## config.mk

```make
export PLATFORM = sky130hd
export DESIGN_NAME = fan_tach_counter
export DESIGN_NICKNAME = d
export VERILOG_FILES = /design/src/rtl/fan_tach_pkg.sv /design/src/rtl/fan_tach_tick.sv /design/src/rtl/fan_tach_sync.sv /design/src/rtl/fan_tach_chan.sv /design/src/rtl/fan_tach_counter.sv
export SDC_FILE = /design/constraint.sdc
export NUM_CORES = 1
export LEC_CHECK = 0
export ABC_AREA = 0
export BUFFER_PORTS_ARGS = -buffer_cell sky130_fd_sc_hd__buf_2
export CORE_UTILIZATION = 54
export DETAILED_ROUTE_END_ITERATION = 6
export PLACE_DENSITY_LB_ADDON = 0.12
export SLEW_MARGIN = 0
export SYNTH_ARGS = -nofsm -noshare
export SYNTH_HDL_FRONTEND = slang
export SYNTH_SLANG_ARGS = --single-unit
```

## constraint.sdc

```tcl
create_clock -name clk -period 7.35 [get_ports clk]
set_input_delay 0.735 -clock clk [delete_from_list [all_inputs] [get_ports clk]]
set_output_delay 0.735 -clock clk [all_outputs]
set_load 0.01 [all_outputs]
```

## src/rtl/fan_tach_pkg.sv

```systemverilog
package fan_tach_pkg;
  localparam int ADDR_W    = 8;
  localparam int DATA_W    = 8;
  localparam int GCTL_ADDR = 'h00;
  localparam int EN_BASE   = 'h01;
  localparam int PPR_BASE  = 'h20;
  localparam int CNT_BASE  = 'h40;
  localparam int GEN_BIT   = 7;
  localparam logic [DATA_W-1:0] PPR_RESET = 8'd2;
endpackage

```

## src/rtl/fan_tach_tick.sv

```systemverilog
module fan_tach_tick #(
  parameter int DIV = 4
) (
  input  logic clk,
  input  logic rst,
  output logic tick
);
  localparam int W = (DIV > 1) ? $clog2(DIV) : 1;
  localparam logic [W-1:0] LAST = W'(DIV - 1);

  logic [W-1:0] cnt;

  always_ff @(posedge clk) begin
    if (rst) begin
      cnt  <= '0;
      tick <= 1'b0;
    end else begin
      tick <= (cnt == LAST);
      cnt  <= (cnt == LAST) ? '0 : cnt + 1'b1;
    end
  end

  generate
    if (DIV > 1) begin : g_gap

      tick_gap_chk: assert property (@(posedge clk) disable iff (rst)
        tick |=> !tick);
    end
  endgenerate
endmodule

```

## src/rtl/fan_tach_sync.sv

```systemverilog
module fan_tach_sync (
  input  logic clk,
  input  logic rst,
  input  logic async_in,
  output logic rise
);
  logic s1, s2, s3;

  always_ff @(posedge clk) begin
    if (rst) begin
      s1 <= 1'b0;
      s2 <= 1'b0;
      s3 <= 1'b0;
    end else begin
      s1 <= async_in;
      s2 <= s1;
      s3 <= s2;
    end
  end

  assign rise = s2 & ~s3;


  rise_single_chk: assert property (@(posedge clk) disable iff (rst)
    rise |=> !rise);
endmodule

```

## src/rtl/fan_tach_chan.sv

```systemverilog
module fan_tach_chan #(
  parameter int CNT_W = 13,
  parameter int EDGES = 2
) (
  input  logic             clk,
  input  logic             rst,
  input  logic             en,
  input  logic             tick,
  input  logic             rise,
  output logic [CNT_W-1:0] result
);
  localparam int EW = (EDGES > 1) ? $clog2(EDGES) : 1;
  localparam logic [EW-1:0] ELAST = EW'(EDGES - 1);
  localparam logic [CNT_W-1:0] MAXV = '1;

  logic             armed;
  logic [EW-1:0]    ecnt;
  logic [CNT_W-1:0] run;
  logic [CNT_W-1:0] run_inc;

  assign run_inc = (tick && run != MAXV) ? run + 1'b1 : run;

  always_ff @(posedge clk) begin
    if (rst) begin
      armed  <= 1'b0;
      ecnt   <= '0;
      run    <= '0;
      result <= MAXV;
    end else if (!en) begin
      armed <= 1'b0;
      ecnt  <= '0;
      run   <= '0;
    end else if (rise) begin
      if (!armed) begin
        armed <= 1'b1;
        ecnt  <= '0;
        run   <= '0;
      end else if (ecnt == ELAST) begin
        result <= run_inc;
        ecnt   <= '0;
        run    <= '0;
      end else begin
        ecnt <= ecnt + 1'b1;
        run  <= run_inc;
      end
    end else begin
      run <= run_inc;
      if (run_inc == MAXV) result <= MAXV;
    end
  end


  hold_when_off_chk: assert property (@(posedge clk) disable iff (rst)
    !en |=> $stable(result));


  stall_mark_chk: assert property (@(posedge clk) disable iff (rst)
    (en && !rise && run == MAXV) |=> (result == MAXV));
endmodule

```

## src/rtl/fan_tach_counter.sv

```systemverilog
module fan_tach_counter
  import fan_tach_pkg::*;
#(
  parameter int NUM_CH  = 16,
  parameter int HI_W    = 8,
  parameter int LO_W    = 5,
  parameter int EDGES   = 2,
  parameter int CLK_HZ  = 100_000_000,
  parameter int TICK_HZ = 22_500
) (
  input  logic              clk,
  input  logic              rst,
  input  logic [NUM_CH-1:0] tach_in,
  input  logic              wr_en,
  input  logic [7:0]        wr_addr,
  input  logic [7:0]        wr_data,
  input  logic              rd_en,
  input  logic [7:0]        rd_addr,
  output logic [7:0]        rd_data
);
  localparam int CNT_W   = HI_W + LO_W;
  localparam int DIV     = CLK_HZ / TICK_HZ;
  localparam int EN_REGS = (NUM_CH + 7) / 8;
  localparam int EN_W    = EN_REGS * 8;
  localparam logic [EN_W-1:0] EN_MASK = EN_W'({NUM_CH{1'b1}});

  logic              gen;
  logic [EN_W-1:0]   en_reg;
  logic [DATA_W-1:0] ppr     [NUM_CH];
  logic [LO_W-1:0]   lo_snap [NUM_CH];
  logic [CNT_W-1:0]  cnt     [NUM_CH];
  logic [DATA_W-1:0] rd_next;
  logic              tick;

  fan_tach_tick #(.DIV(DIV)) u_tick (
    .clk (clk),
    .rst (rst),
    .tick(tick)
  );

  generate
    for (genvar c = 0; c < NUM_CH; c++) begin : g_ch
      logic rise_c;
      fan_tach_sync u_sync (
        .clk     (clk),
        .rst     (rst),
        .async_in(tach_in[c]),
        .rise    (rise_c)
      );
      fan_tach_chan #(.CNT_W(CNT_W), .EDGES(EDGES)) u_chan (
        .clk   (clk),
        .rst   (rst),
        .en    (gen & en_reg[c]),
        .tick  (tick),
        .rise  (rise_c),
        .result(cnt[c])
      );
    end
  endgenerate

  // register writes
  always_ff @(posedge clk) begin
    if (rst) begin
      gen    <= 1'b0;
      en_reg <= '0;
      for (int c = 0; c < NUM_CH; c++) ppr[c] <= PPR_RESET;
    end else if (wr_en) begin
      if (wr_addr == ADDR_W'(GCTL_ADDR)) gen <= wr_data[GEN_BIT];
      for (int k = 0; k < EN_REGS; k++)
        if (wr_addr == ADDR_W'(EN_BASE + k))
          en_reg[k*8 +: 8] <= wr_data & EN_MASK[k*8 +: 8];
      for (int c = 0; c < NUM_CH; c++)
        if (wr_addr == ADDR_W'(PPR_BASE + c)) ppr[c] <= wr_data;
    end
  end

  // read decode
  always_comb begin
    rd_next = '0;
    if (rd_addr == ADDR_W'(GCTL_ADDR)) rd_next[GEN_BIT] = gen;
    for (int k = 0; k < EN_REGS; k++)
      if (rd_addr == ADDR_W'(EN_BASE + k)) rd_next = en_reg[k*8 +: 8];
    for (int c = 0; c < NUM_CH; c++) begin
      if (rd_addr == ADDR_W'(PPR_BASE + c)) rd_next = ppr[c];
      if (rd_addr == ADDR_W'(CNT_BASE + 2*c))
        rd_next = DATA_W'(cnt[c][CNT_W-1 -: HI_W]);
      if (rd_addr == ADDR_W'(CNT_BASE + 2*c + 1))
        rd_next = DATA_W'(lo_snap[c]);
    end
  end

  // registered read and low-field capture
  always_ff @(posedge clk) begin
    if (rst) begin
      rd_data <= '0;
      for (int c = 0; c < NUM_CH; c++) lo_snap[c] <= '1;
    end else if (rd_en) begin
      rd_data <= rd_next;
      for (int c = 0; c < NUM_CH; c++)
        if (rd_addr == ADDR_W'(CNT_BASE + 2*c)) lo_snap[c] <= cnt[c][LO_W-1:0];
    end
  end


  gctl_read_chk: assert property (@(posedge clk) disable iff (rst)
    (rd_en && rd_addr == ADDR_W'(GCTL_ADDR)) |=> (rd_data == {$past(gen), 7'b0}));


  gctl_write_chk: assert property (@(posedge clk) disable iff (rst)
    (wr_en && wr_addr == ADDR_W'(GCTL_ADDR)) |=> (gen == $past(wr_data[GEN_BIT])));
endmodule

```

# Yosys cells after proc, flatten, opt, wreduce, memory -nomap -nowiden
# Memories as Yosys holds them, arrays and structs flattened.
# Index checks and enable logic that the tools add are counted.
# totals
regBits	535
latchBits	0
ramBits	208
mem_bits_ro	0
input_bits	44
out_inout_bits	8
word_cells	825
n_memories	2
# mem_list
name	depth	word_bits	read_ports	rd_ports_with_merged_regs	write_ports	line_no	text
ppr	16	8	16	0	16	fan_tach_counter.sv:29	logic [DATA_W-1:0] ppr [NUM_CH];
lo_snap	16	5	16	0	16	fan_tach_counter.sv:30	logic [LO_W-1:0] lo_snap [NUM_CH];
# classes
add_sub_neg	33
multipliers	0
n_div	0
order_cmp	0
n_eq_ne	133
n_shift	0
muxes	373
bitwise	96
reduce_logical	70
# ops
operator	count
$mux 13	128
$mux 8	66
$eq 8x6->1 const B	32
$eq 8x7->1 const B	32
$add 13x1->13 const B	17
$eq 13x13->1 const B	17
$ne 13x13->1 const B	16
$mux 1	163
$mux 5	16
$ne 2x1->1 const B	32
$reduce_and 4->1	16
$reduce_or 2->1	17
$and 1x1->1	32
$not 1->1	32
$or 1x1->1	32
$reduce_bool 2->1	16
$add 1x1->1 const B	16
$eq 8x1->1 const B	2
$eq 8x2->1 const B	2
$logic_and 1x1->1	16
$logic_not 8->1	2
$reduce_and 2->1	3

# Longest topological paths before layout
# depth
depth_word	52
ltp_mapped	12
depth_no_buf	8

# By module
# Synthesis repeated with hierarchy kept, for this count alone.
# unflattened
hier_cells	4228
area_unflattened_um2	38827.2
# modules_own_cells
module	instances	cells_per_inst	area_per_inst_um2	seq_area_each_um2
fan_tach_chan (g_ch[0].u_chan ...)	11	181	1516.5	560.5
fan_tach_counter	1	1297	12884.9	6746.5
fan_tach_chan (g_ch[6].u_chan ...)	4	145	1405.1	560.5
fan_tach_chan (g_ch[5].u_chan)	1	178	1607.8	560.5
fan_tach_sync	16	7	87.6	60.1
fan_tach_tick	1	70	631.9	280.3

# Least setup slack after synthesis
# Ideal clock, no wire load.
# synth_timing
path_kind	input-to-reg
startpoint	input port rd_addr[4]
endpoint	register rd_data[4]
setup_ns	0.121
arrival_time_ns	2.785
t_required_ns	7.229
path_slack_ns	4.444
cell_stages	10
path_buffers	3
path_cell_list	buf_2 nor4bb_1 clkbuf_1 nand2_1 clkbuf_1 o21a_1 a2111oi_0 o21ai_0 a21oi_1 a211oi_1
# synth_via
elab_chain_len	51
elab_cells_between_ends	100
cone_classes	eq/ne: 50; mux: 50
# synth_rtl
element	line_no	text
from (decl)	fan_tach_counter.sv:18	input logic [7:0] rd_addr,
$eq 8x1->1	fan_tach_counter.sv:82	if (rd_addr == ADDR_W'(EN_BASE + k)) rd_next = en_reg[k*8 +: 8];
$mux 8 (2 in series)	fan_tach_counter.sv:82	
$mux 8	fan_tach_counter.sv:84	if (rd_addr == ADDR_W'(PPR_BASE + c)) rd_next = ppr[c];
$mux 8	fan_tach_counter.sv:85	if (rd_addr == ADDR_W'(CNT_BASE + 2*c))
$mux 8	fan_tach_counter.sv:87	if (rd_addr == ADDR_W'(CNT_BASE + 2*c + 1))
$mux 8	fan_tach_counter.sv:84	
$mux 8	fan_tach_counter.sv:85	
$mux 8	fan_tach_counter.sv:87	
[34 not listed]	n/a	
$mux 8	fan_tach_counter.sv:85	
$mux 8	fan_tach_counter.sv:87	
$mux 8	fan_tach_counter.sv:84	
$mux 8	fan_tach_counter.sv:85	
$mux 8	fan_tach_counter.sv:87	
$mux 8	fan_tach_counter.sv:84	
$mux 8	fan_tach_counter.sv:85	
$mux 8 *	fan_tach_counter.sv:87	
to (signal assigned)	fan_tach_counter.sv:98	rd_data <= rd_next;
to (decl)	fan_tach_counter.sv:19	output logic [7:0] rd_data
# Mark *: on every way between the ends. The rest lies on a longest branch, timed or not.
# A chain may end at the register's enable or synchronous reset.

# Worst setup path after layout
# layout_timing
startpoint	input port rd_addr[0]
endpoint	register rd_data[6]
# The elaborated chain is that of the path after synthesis.

==> impl_results.md <==
- DPL Wire Length: 86200 um
- Setup Slack @ Placement: 2860 ps
- IR Drop Worst-Case VDD: slightly above 0.2 mV
- Root Buffer: clkbuf_16
- Post-route setup TNS: 0 ps
- WL/cell: 25.0 um
- Combined global-route utilization of all metal layers: 34.7%
- Post-Layout Cell Count: 4675
- Count of buffers from port buffering: 51
- Clock tree skew after final layout: 25.8 ps
- Maximum number of pins on one net before global-route repair: 151
- Die area: 66000 um2
- Maximum level of the CTS H-tree: 3
- Setup repair after global routing missed its margin: no
- Fin nets: between 3000 and 4000
- Shortest clock period the worst path allows after layout: 4130 ps
- Hold-fix buffers at CTS: 0
- Top post-synthesis cells by count: nor2_1 (641), dfxtp_1 (535), nand2_1 (241), edfxtp_1 (208), clkbuf_1 (156)
- Vias in the first global route: about 28000
- Max Buffers Root-to-Sink: 3
- Count of state elements after synthesis: 743
- Aggregate routed wire length: 117000 um
- Placement row count: 93
- Tightest Pin Transition: ~1400 ps
- Pins over their slew limit: 0
- Floorplan Core Area: 64300 um2
- Relative slew margins: 5.92%
- Clock Sinks: 743
- Area added between synthesis and finish: 10.6%
- Run status: finished, violations left
- Boundary pin count: 52
- Synthesized area divided by synthesized cell count: 9.27 um2
- Crit path setup slack, layout: 3220 ps
- Clock tree from TritonCTS: built
- Post-layout util: 60.3%
- Leakage power summed over all cells: between 10 and 15 nW
- Arrival time at the worst endpoint: about 4700 ps
- Synthesized instance count: around 3800
- GR Overflow Total: 0
- Fraction of the yosys area taken by sequential cells: 48.4%
- Overall power consumption: 8.93 mW
- Hold crit path type: input pin to flip-flop
- Required time reported for the critical path endpoint: 7880 ps
- Final setup fails: 0
- Sequential cell area: 17000 um2
- Most crowded layer after global routing: met2
- Violations in the final reports: DRC
- Yosys top cell area share: 30.5%
- Detailed Routing Iterations Pass 1: 7
- Non-Filler Cell Area, Final: 38800 um2
- Most frequent cell after synthesis: nor2_1
- Cell type with the highest aggregate area in the netlist: dfxtp_1
- Critical path fanouts, max: 51
- Biggest regs: g_ch.u_chan.result: 208 flops, g_ch.u_chan.run: 208 flops, ppr: 128 flops
- Post-Syn Nets: 3845
- Final clock period utilization by the worst path: 56.2%
- Max-cap violation count: 0
- Cell area after technology mapping: 35100 um2
- Setup fix buffers added after clock tree synthesis: 0
- Number of different library cells in the post-synthesis netlist: just over 100
- Tightest hold margin: 310 ps
- Clock edge transition at the registers on the reported setup and hold paths: ~70 ps
- Total of fill cells in the finished design: 5521
- Remaining design rule violation count: 1
- Drt initial violations: 3710
- Inst Count DP: approximately 4500
- Final hold violation count: 0
- GPL Wtd Cong: 1.07
- Path type of the worst setup path: input pin to flip-flop
- Flip-flop cell with the highest count after synthesis: dfxtp_1
- Multi-input gate area: ~17000 um2
- Clock buffers created by TritonCTS: 78
- EDFF count, synth: 208
- Top cells by area, synth: dfxtp_1 (31%), edfxtp_1 (18%), nor2_1 (6.9%)
- CP startpoint kind: input pin
- Number of antenna violations at the first check in global routing: 8
- GR met2 Demand/Resource: between 50% and 60%
- Proportion of register bits with asynchronous set or reset after synthesis: 0%
- Width of the die: between 200 and 300 um
- Initial Utilization: roughly 54%
- DIE HEIGHT: 257 um
- Power density relative to cell area: 230 nW/um2
- Average via count per standard cell: around 6.5
- Worst-skew pair later-pin latency: 630 ps
- Vias after detailed routing: 30200
- GR met3 Demand/Resource: approximately 7.1%
- Met1 Use GR: 49.1%
- Count of cells resized by post-cts repair: 0
- Post-route antenna net violation count: 0
- Kind of end point of the critical path: flip-flop
- Global-route wire length before repair: approximately 170000 um
- Maximum clock rate: ~240 MHz
- Share of cells above drive strength 1: about 8.8%
- Yosys warns: 0
- Instance area at placement: 35900 um2
[path summary, 6_finish.rpt]
check / from / end / slack, ps / depth (start not counted)
worst max-delay path: rd_addr[0] / rd_data[6] / 3220 / 8
worst min-delay path: tach_in[1] / g_ch[1].u_sync.s1 / 310 / 2
worst max register to register: u_tick.tick / g_ch[12].u_chan.result[10] / 3550 / 8
worst min register to register: g_ch[9].u_sync.s1 / g_ch[9].u_sync.s2 / 440 / 1
[critical path, cell delays in order]
cell and delay [ps]:
buf_2 660, nand4b_1 530, nor2_1 370, a21oi_1 230
o21ai_0 130, a2111oi_0 1180, nand4_1 430, a211o_1 370
[layout make-up]
type | count | share of cell area [%]
Multi-Input combinational cell | 2737 | 43.7
Tap cell | 855 | 2.76
Timing Repair Buffer | 89 | 1.45
Clock inverter | 29 | 1.21
Clock buffer | 117 | 6.10
Antenna cell | 5 | 0.0323
Sequential cell | 743 | 43.7
Inverter | 100 | 0.968
[logic make-up (layout without fill, tap and decap cells)]
logic type                 Yosys count  in the layout  share of synthesized area [%]
muxes                              121            121                           3.49
buffers and inverters              304            335                           3.50
adders and majority gates           17             17                          0.607
other                                0              5                              0
AOI/OAI and AO/OA                  707            707                           15.2
xor gates and xnor gates           149            149                           3.72
and+or+nand+nor                   1743           1743                           25.2
DFF                                743            743                           48.4
[placed cells by master (no fill, tap or decap), types with 82 or more instances in the layout]
| cell type | synthesis | routed |
|---|---|---|
| a21oi_1 | 105 | 105 |
| clkbuf_16 | 0 | 82 |
| dfxtp_1 | 535 | 534 |
| edfxtp_1 | 208 | 208 |
| inv_1 | 98 | 98 |
| mux2i_1 | 112 | 112 |
| nand2_1 | 241 | 241 |
| nand3_1 | 128 | 128 |
| nor2_1 | 641 | 641 |
| nor2b_1 | 123 | 122 |
| nor3_1 | 109 | 109 |
| o21ai_0 | 91 | 91 |
| xnor2_1 | 84 | 84 |
[power by group]
part	switching, mW	internal (mW)
Clock	1.67	2.60
Combinational	0.228	0.0937
Sequential	0.0560	4.29
Total	1.95	6.98
[routing by layer]
layer  wire, um  vias up  share of wire (%)
met5         33        -              0.028
met4       3950        6                3.4
met3      11300      250                9.7
met2      50600     1497                 43
met1      50800    14700                 44
li1           -    13800                  -
No activity file was read; power rests on OpenSTA's default activity.
